### config.mk
export PLATFORM = sky130hd
export DESIGN_NAME = pt_walker
export DESIGN_NICKNAME = d
export VERILOG_FILES = /design/src/rtl/pt_walker_pkg.sv /design/src/rtl/pt_walk_addr.sv /design/src/rtl/pt_leaf_decode.sv /design/src/rtl/pt_walker.sv
export SDC_FILE = /design/constraint.sdc
export NUM_CORES = 1
export LEC_CHECK = 0
export BUFFER_PORTS_ARGS = -buffer_cell sky130_fd_sc_hd__buf_2
export CAP_MARGIN = 20
export CELL_PAD_IN_SITES_DETAIL_PLACEMENT = 0
export CELL_PAD_IN_SITES_GLOBAL_PLACEMENT = 1
export CORE_MARGIN = 1
export CORE_UTILIZATION = 38
export DETAILED_ROUTE_END_ITERATION = 6
export PLACE_DENSITY = 0.86
export SLEW_MARGIN = 10
export SYNTH_ARGS = -nofsm -noshare
export SYNTH_HDL_FRONTEND = slang
export SYNTH_HIERARCHICAL = 1
export SYNTH_SLANG_ARGS = --single-unit
### constraint.sdc
create_clock -name clk -period 1.95 [get_ports clk]
set_input_delay 0.39 -clock clk [delete_from_list [all_inputs] [get_ports clk]]
set_output_delay 0.39 -clock clk [all_outputs]
set_load 0.02 [all_outputs]
### src/rtl/pt_walker_pkg.sv
package pt_walker_pkg;

    localparam int VA_W      = 32;
    localparam int DESC_W    = 32;
    localparam int L1_IDX_W  = 12;
    localparam int L2_IDX_W  = 8;
    localparam int PG_OFS_W  = 12;
    localparam int ENT_SH    = 2;
    localparam int L1_IDX_LSB = VA_W - L1_IDX_W;
    localparam int L1_ALIGN   = L1_IDX_W + ENT_SH;
    localparam int L2_ALIGN   = L2_IDX_W + ENT_SH;

    typedef enum logic [2:0] {
        ST_IDLE,
        ST_L1_REQ,
        ST_L1_WAIT,
        ST_L2_REQ,
        ST_L2_WAIT,
        ST_RESP
    } walk_st_e;

    typedef enum logic [1:0] {
        SZ_4K  = 2'd0,
        SZ_64K = 2'd1,
        SZ_1M  = 2'd2,
        SZ_16M = 2'd3
    } map_sz_e;

    typedef struct packed {
        logic [VA_W-1:0] pa;
        logic            wr;
        logic            ex;
        logic            dev;
        logic            cch;
        logic            fault;
        logic            acc_flt;
        logic [1:0]      lvl;
        map_sz_e         size;
    } walk_rsp_t;

endpackage

### src/rtl/pt_walk_addr.sv
module pt_walk_addr
    import pt_walker_pkg::*;
(
    input  logic [VA_W-1:0]   base_i,
    input  logic [VA_W-1:0]   new_va_i,
    input  logic [VA_W-1:0]   walk_va_i,
    input  logic [DESC_W-1:0] tbl_desc_i,
    output logic [VA_W-1:0]   l1_addr_o,
    output logic [VA_W-1:0]   l2_addr_o
);
    logic unused_bits;

    // first-level slot: aligned base plus top index
    assign l1_addr_o = {base_i[VA_W-1:L1_ALIGN], new_va_i[VA_W-1:L1_IDX_LSB],
                        {ENT_SH{1'b0}}};
    // second-level slot: table pointer plus middle index
    assign l2_addr_o = {tbl_desc_i[DESC_W-1:L2_ALIGN],
                        walk_va_i[PG_OFS_W+L2_IDX_W-1:PG_OFS_W], {ENT_SH{1'b0}}};

    assign unused_bits = ^{base_i[L1_ALIGN-1:0], new_va_i[L1_IDX_LSB-1:0],
                           walk_va_i[VA_W-1:PG_OFS_W+L2_IDX_W],
                           walk_va_i[PG_OFS_W-1:0], tbl_desc_i[L2_ALIGN-1:0]};
endmodule

### src/rtl/pt_leaf_decode.sv
module pt_leaf_decode
    import pt_walker_pkg::*;
#(
    parameter bit SECOND = 1'b0
) (
    input  logic [DESC_W-1:0] desc_i,
    input  logic [VA_W-1:0]   va_i,
    output walk_rsp_t         rsp_o
);
    logic            big;
    logic [7:0]      grp;
    logic [2:0]      mtype;
    logic            xn;
    logic [VA_W-1:0] pa;
    map_sz_e         sz;
    logic            unused_bits;

    generate
        if (SECOND) begin : g_lvl2
            always_comb begin
                big   = ~desc_i[1];
                grp   = desc_i[11:4];
                mtype = big ? desc_i[14:12] : grp[4:2];
                xn    = big ? desc_i[15] : desc_i[0];
                pa    = big ? {desc_i[31:16], va_i[15:0]}
                            : {desc_i[31:12], va_i[11:0]};
                sz    = big ? SZ_64K : SZ_4K;
            end
            assign unused_bits = ^{va_i[31:16], desc_i[2], grp[1], grp[7:6]};
        end else begin : g_lvl1
            always_comb begin
                big   = desc_i[18];
                grp   = desc_i[17:10];
                mtype = grp[4:2];
                xn    = desc_i[4];
                pa    = big ? {desc_i[31:24], va_i[23:0]}
                            : {desc_i[31:20], va_i[19:0]};
                sz    = big ? SZ_16M : SZ_1M;
            end
            assign unused_bits = ^{va_i[31:24], desc_i[19], desc_i[9:5],
                                   desc_i[2], grp[1], grp[7:6]};
        end
    endgenerate

    always_comb begin
        rsp_o     = '0;
        rsp_o.lvl = SECOND ? 2'd2 : 2'd1;
        if (desc_i[1:0] == 2'b00) begin
            rsp_o.fault = 1'b1;
        end else if (!grp[0]) begin
            rsp_o.fault   = 1'b1;
            rsp_o.acc_flt = 1'b1;
        end else begin
            rsp_o.pa   = pa;
            rsp_o.wr   = ~grp[5];
            rsp_o.ex   = ~xn;
            rsp_o.dev  = (mtype == 3'd0);
            rsp_o.cch  = (mtype != 3'd0) && desc_i[3];
            rsp_o.size = sz;
        end
    end
endmodule

### src/rtl/pt_walker.sv
module pt_walker
    import pt_walker_pkg::*;
(
    input  logic              clk,
    input  logic              rst_n,
    input  logic              req_valid,
    output logic              req_ready,
    input  logic [VA_W-1:0]   req_va,
    input  logic [VA_W-1:0]   req_base,
    output logic              mem_req,
    output logic [VA_W-1:0]   mem_addr,
    input  logic              mem_rvalid,
    input  logic [DESC_W-1:0] mem_rdata,
    output logic              rsp_valid,
    output logic [VA_W-1:0]   rsp_pa,
    output logic              rsp_wr,
    output logic              rsp_ex,
    output logic              rsp_dev,
    output logic              rsp_cache,
    output logic              rsp_fault,
    output logic              rsp_acc_flt,
    output logic [1:0]        rsp_lvl,
    output logic [1:0]        rsp_size
);
    typedef struct packed {
        walk_st_e        st;
        logic [VA_W-1:0] va;
        logic [VA_W-1:0] addr;
        walk_rsp_t       rsp;
    } walk_state_t;

    walk_state_t     cur_q, nxt_d;
    logic [VA_W-1:0] l1_addr, l2_addr;
    walk_rsp_t       l1_rsp, l2_rsp;

    pt_walk_addr u_addr (
        .base_i     (req_base),
        .new_va_i   (req_va),
        .walk_va_i  (cur_q.va),
        .tbl_desc_i (mem_rdata),
        .l1_addr_o  (l1_addr),
        .l2_addr_o  (l2_addr)
    );

    pt_leaf_decode #(.SECOND(1'b0)) u_dec_l1 (
        .desc_i (mem_rdata),
        .va_i   (cur_q.va),
        .rsp_o  (l1_rsp)
    );

    pt_leaf_decode #(.SECOND(1'b1)) u_dec_l2 (
        .desc_i (mem_rdata),
        .va_i   (cur_q.va),
        .rsp_o  (l2_rsp)
    );

    always_comb begin
        nxt_d   = cur_q;
        mem_req = 1'b0;
        unique case (cur_q.st)
            ST_IDLE: begin
                if (req_valid) begin
                    nxt_d.va   = req_va;
                    nxt_d.addr = l1_addr;
                    nxt_d.st   = ST_L1_REQ;
                end
            end
            ST_L1_REQ: begin
                mem_req  = 1'b1;
                nxt_d.st = ST_L1_WAIT;
            end
            ST_L1_WAIT: begin
                if (mem_rvalid) begin
                    if (mem_rdata[0]) begin
                        nxt_d.addr = l2_addr;
                        nxt_d.st   = ST_L2_REQ;
                    end else begin
                        nxt_d.rsp = l1_rsp;
                        nxt_d.st  = ST_RESP;
                    end
                end
            end
            ST_L2_REQ: begin
                mem_req  = 1'b1;
                nxt_d.st = ST_L2_WAIT;
            end
            ST_L2_WAIT: begin
                if (mem_rvalid) begin
                    nxt_d.rsp = l2_rsp;
                    nxt_d.st  = ST_RESP;
                end
            end
            ST_RESP: nxt_d.st = ST_IDLE;
            default: nxt_d.st = ST_IDLE;
        endcase
    end

    always_ff @(posedge clk or negedge rst_n) begin
        if (!rst_n) cur_q <= '0;
        else        cur_q <= nxt_d;
    end

    assign req_ready   = (cur_q.st == ST_IDLE);
    assign mem_addr    = cur_q.addr;
    assign rsp_valid   = (cur_q.st == ST_RESP);
    assign rsp_pa      = cur_q.rsp.pa;
    assign rsp_wr      = cur_q.rsp.wr;
    assign rsp_ex      = cur_q.rsp.ex;
    assign rsp_dev     = cur_q.rsp.dev;
    assign rsp_cache   = cur_q.rsp.cch;
    assign rsp_fault   = cur_q.rsp.fault;
    assign rsp_acc_flt = cur_q.rsp.acc_flt;
    assign rsp_lvl     = cur_q.rsp.lvl;
    assign rsp_size    = cur_q.rsp.size;


    one_walk_chk: assert property (@(posedge clk) disable iff (!rst_n)
        (req_valid && req_ready) |=> !req_ready);


    rd_wait_chk: assert property (@(posedge clk) disable iff (!rst_n)
        mem_req |=> (!mem_req && !rsp_valid));


    fault_zero_chk: assert property (@(posedge clk) disable iff (!rst_n)
        (rsp_valid && rsp_fault) |-> (rsp_pa == '0 && !rsp_wr && !rsp_ex));


    super_ofs_chk: assert property (@(posedge clk) disable iff (!rst_n)
        (rsp_valid && !rsp_fault && rsp_size == SZ_16M)
            |-> (rsp_pa[23:0] == cur_q.va[23:0]));


    page_ofs_chk: assert property (@(posedge clk) disable iff (!rst_n)
        (rsp_valid && !rsp_fault)
            |-> (rsp_pa[PG_OFS_W-1:0] == cur_q.va[PG_OFS_W-1:0]));
endmodule

== Yosys cells after proc, flatten, opt, wreduce, memory -nomap -nowiden ==
Index checks and enable logic that the tools add are counted.

* Register bits after elaboration: 109
* Output and inout port bits: 77
* Word-level logic and storage cells: 73

* Equal/unequal tests: 10
* Multiplexer cells: 32
* Bitwise operators: 4
* Reduce and logical (&&, ||, !) cells: 15

{| class="wikitable"
|+ Operator list
! kind !! number
|-
| 36-bit two-way mux || 4
|-
| 42-bit two-way mux || 2
|-
| 42-bit one-hot mux with 2 select lines || 1
|-
| 74-bit two-way mux || 1
|-
| 67-bit two-way mux || 1
|-
| 32-bit one-hot mux with 2 select lines || 1
|-
| 32-bit two-way mux || 1
|-
| 24-bit two-way mux || 1
|-
| 16-bit two-way mux || 1
|-
| 3-bit one-hot mux with 5 select lines || 1
|-
| 2-bit two-way mux || 6
|-
| 3-bit two-way mux || 4
|-
| 2-bit inequality test, second input constant || 5
|-
| 3-bit logical NOT || 3
|-
| 1-bit two-way mux || 8
|-
| 4-bit AND reduction || 2
|-
| 3-bit by 2-bit equality test with 1-bit output, second input constant || 2
|-
| 3-bit equality test, second input constant || 2
|-
| 3-bit nonzero test || 2
|-
| 1-bit inverter || 4
|-
| 2-bit nonzero test || 2
|-
| 3-bit by 1-bit equality test with 1-bit output, second input constant || 1
|-
| 3-bit AND reduction || 1
|-
| 1-bit logical AND || 2
|-
| other kinds (3) || 3
|}

== Logic depth before layout (Yosys ltp) ==
* Word-level depth: 7
* Gate-level depth with buffers: 6
* Depth with buffers taken out: 5

== Hierarchy ==
The synthesis kept the hierarchy.

{| class="wikitable"
|+ By module, submodules not included
! module !! times used !! cells each !! area each (um2)
|-
| pt_walker || 1 || 470 || 5,816.8
|-
| pt_walk_addr || 1 || 65 || 484.2
|-
| pt_leaf_decode at u_dec_l1 || 1 || 53 || 424.2
|-
| pt_leaf_decode at u_dec_l2 || 1 || 59 || 416.6
|}

== Worst setup path before layout ==
No wires, ideal clock.

* Kind: register to register
* Start: register cur_q[108] in the netlist's numbering
* End: register cur_q, in the netlist rsp_pa[21]
* Setup time: 0.125 ns
* Arrival: 1.755 ns
* Required time: 1.825 ns
* Path slack: 0.070 ns
* Stages on the path, launching flop included: 6
* Cell sequence: dfrtp_1 -> buf_6 -> or3b_4 -> a211oi_4 -> buf_6 -> mux2_4

* Word-level cells in the longest chain between the ends: 3

{| class="wikitable"
|+ Ends and longest elaborated chain
! element !! RTL line !! text
|-
| start, declared || pt_walker.sv:32 || <nowiki>walk_state_t cur_q, nxt_d;</nowiki>
|-
| start signal, assigned || pt_walker.sv:100 || <nowiki>else cur_q <= nxt_d;</nowiki>
|-
| 3-bit by 2-bit equality test with 1-bit output or 3-bit equality test (tied branches) || pt_walker.sv:60 || <nowiki>unique case (cur_q.st)</nowiki>
|-
| 2-bit inequality test (no source line) or 2-bit nonzero test (tied branches) || n/a ||
|-
| 4-bit AND reduction (no source line) || n/a ||
|}

Parallel ways exist; a longest one is shown, timed or not.
A chain may end at the register's enable or synchronous reset.

== Worst setup path in the final report ==
* Start: register cur_q[108] in the netlist's numbering
* End: register cur_q, in the netlist rsp_wr

Same word-level chain as after synthesis.

==> flow_summary.toml <==
[status]
status = "complete, but fails checks"
violations = "negative hold slack"

[critical_path]
path_depth = 4
critPathKind = "reg2reg"
worstPathRequired_ns = 2.19
rr_worst_depth = 4
crit_chain = "or3b_4 -> a211oi_4 -> buf_4 -> mux2_2"
cp_slowest_stage_delay_ns = 0.42
start_kind = "register"
cpLargestDelayFamily = "flip-flops"
reg2reg_slack_ns = 0.07
r2r-start = "cur_q[108]"
worst_path_max_delay_cell = "dfrtp_1"
timing.critical_path.buf_inv = 1
cp.arrival_ns = 2.12
crit_fanout = 19
crit_path_end_kind = "register"
regToRegEndpoint = "rsp_wr"
crit_start = "cur_q[108]"
crit_path_end = "rsp_wr"

[final_layout]
multi_input_area_sq_mm = 0.00296
register_area_sq_mm = 0.00253
nNetsFinal = 759
nFillCells = 1689
finish.utilization_pct = 41.9
instances_no_fill = 890
area_growth_pct = 6.87
drive_gt1_share_pct = 58.9

[job]
drv_cap = 0

[sta]
hold_ws_ns = -0.00227
slew-limit-headroom_pct = 56.0
clock.fmax_mhz = 532
tightest_slew_ns = 0.660
hold_violations = 1
period_minus_slack_ns = 1.88
setup_viol = 0
slew_violations = 0
fin_ws_ns = 0.0689
period_share_pct = 96.5
skew_ns = 0.00759
rsz0062_at_grt = "yes"

[routing]
drt_iter0_markers = 111
num_vias = 4101
viasPerCell = 4.61
drc = 0
drtPass1Iterations = 4
routed_wl_microns = 15000
antenna_left = 0
wl_per_cell_microns = 16.9

[global_routing]
grt_first_pass_wirelength_microns = 23000
use_met1_pct = 22.1
grt-busiest-layer = "met2"
grt_usage_pct = 16.8
grt-ovfl-total = 0
met3_usage_pct = 3.39
grt_pass1_vias = 4047
grt_antenna_before_repair = 0
grt_start_max_net_pins = 43
gr-usage-met2_pct = 27.2

[power_and_ir_drop]
p_clk_share_pct = 18.8
pwr-share-comb_pct = 46.6
cellPowerDensity_mw_per_mm2 = 1390
switching_share_pct = 36.6
p_leak_nw = 3.86
ir_drop_uv = 660
switchingPower_mw = 3.72
pwr-share-seq_pct = 34.7
p_int_mw = 6.44

[placed_design]
pre_cts_slack_ns = -0.0918
dp_cells = 873
dp_hpwl_microns = 10700
portBuffers = 160
gp_congestion = 0.765

[clock_tree]
cts.clk_slew.worst_paths_ns = 0.07
postCtsSetupBuffers = 0
cts_root_buf = "clkbuf_16"
cts.htree.levels = 3
cts.sink_count = 101
numCtsBuffers = 9
holdBufCountCts = 0
clk_latency_ns = 0.35
cts_resized = 0
cts_tree = "yes"
cts_buffer_depth = 2

[floorplan]
die_y_microns = 136
row_count = 48
io_pins = 177
die_w_microns = 136
core_area_sq_mm = 0.0175
dieArea_sq_mm = 0.0186
initial_core_util_pct = 39.2

[synthesis]
syn_inst = 631
yosys_warnings = 6
syn_avg_cell_area_sq_um = 10.9
synth_area_sq_mm = 0.00685

[worst_hold_path]
hp-class = "in2async"
-- power groups by stage --
stage	logic (mW)	registers (mW)	clock network, mW
after floorplan	4.32	3.46	0
after global placement	4.72	3.53	0
after detailed placement	4.81	3.57	0
after CTS	4.82	3.54	2.00
after global routing	5.08	3.65	2.05
final	4.73	3.52	1.91
-- worst reg2reg max path: cells and delay by family, from the launching register on --
kind	cells	cell delay (ns)
buffers and inverters	1	0.32
muxes	1	0.38
AOI/OAI and AO/OA	1	0.23
DFF	1	0.42
and+or+nand+nor	1	0.42
-- worst min path at each step --
stage,start,end,slack [ns],cells past startpoint
3_3_place_gp,rst_n,rsp_pa[30],0.40,1
3_5_place_dp,rst_n,rsp_pa[29],0.40,1
6_report,rst_n,rsp_pa[29],-0.002,1
5_1_grt,rst_n,rsp_pa[29],0.03,1
2_1_floorplan,rst_n,cur_q[106],0.09,0
4_1_cts,rst_n,rsp_pa[29],0.01,1
-- per-layer routing --
metal / wire length [microns] / share of wire (%)
met5: 0 / 0
met4: 212 / 1.4
met3: 790 / 5.3
met2: 7080 / 47
met1: 6960 / 46
-- cells in the final DEF, fill, tap and decap left out, types with 3 or more instances in the layout --
master / instances
and2_1: 19
and2_4: 28
and2_2: 10
inv_1: 36
mux2_4: 10
buf_12: 9
mux2_2: 129
clkbuf_16: 9
buf_4: 15
conb_1: 9
nand2b_1: 3
buf_2: 159
mux2i_1: 40
dfrtp_1: 101
nor2_1: 18
nand2_1: 33
-- through the flow --
step / total power, mW / setup TNS, ns / area, sq um / hold slack (ns)
global placement: 8.24 / -1.33 / 7010 / 0.396
finish: 10.2 / 0 / 7320 / -0.00227
CTS: 10.4 / 0 / 7320 / 0.0128
detailed placement: 8.38 / -1.86 / 7010 / 0.396
floorplan: 7.78 / 0 / 6870 / 0.0944
global route: 10.8 / -0.688 / 7320 / 0.0334
-- area by class of cell --
class	count	area share (%)
Multi-Input combinational cell	326	40.4
Timing Repair Buffer	183	14.9
Antenna cell	1	0.0342
Inverter	38	2.05
Clock buffer	11	3.45
Clock inverter	5	0.786
Sequential cell	101	34.5
Tap cell	225	3.84
-- state kept, by name (all words and copies together), names as in the netlist, 2 cells and up --
signal and cells:
rsp_lvl 2, rsp_size 2, mem_addr 32, rsp_pa 32, cur_q 27
(Power assumes the default switching activity.)
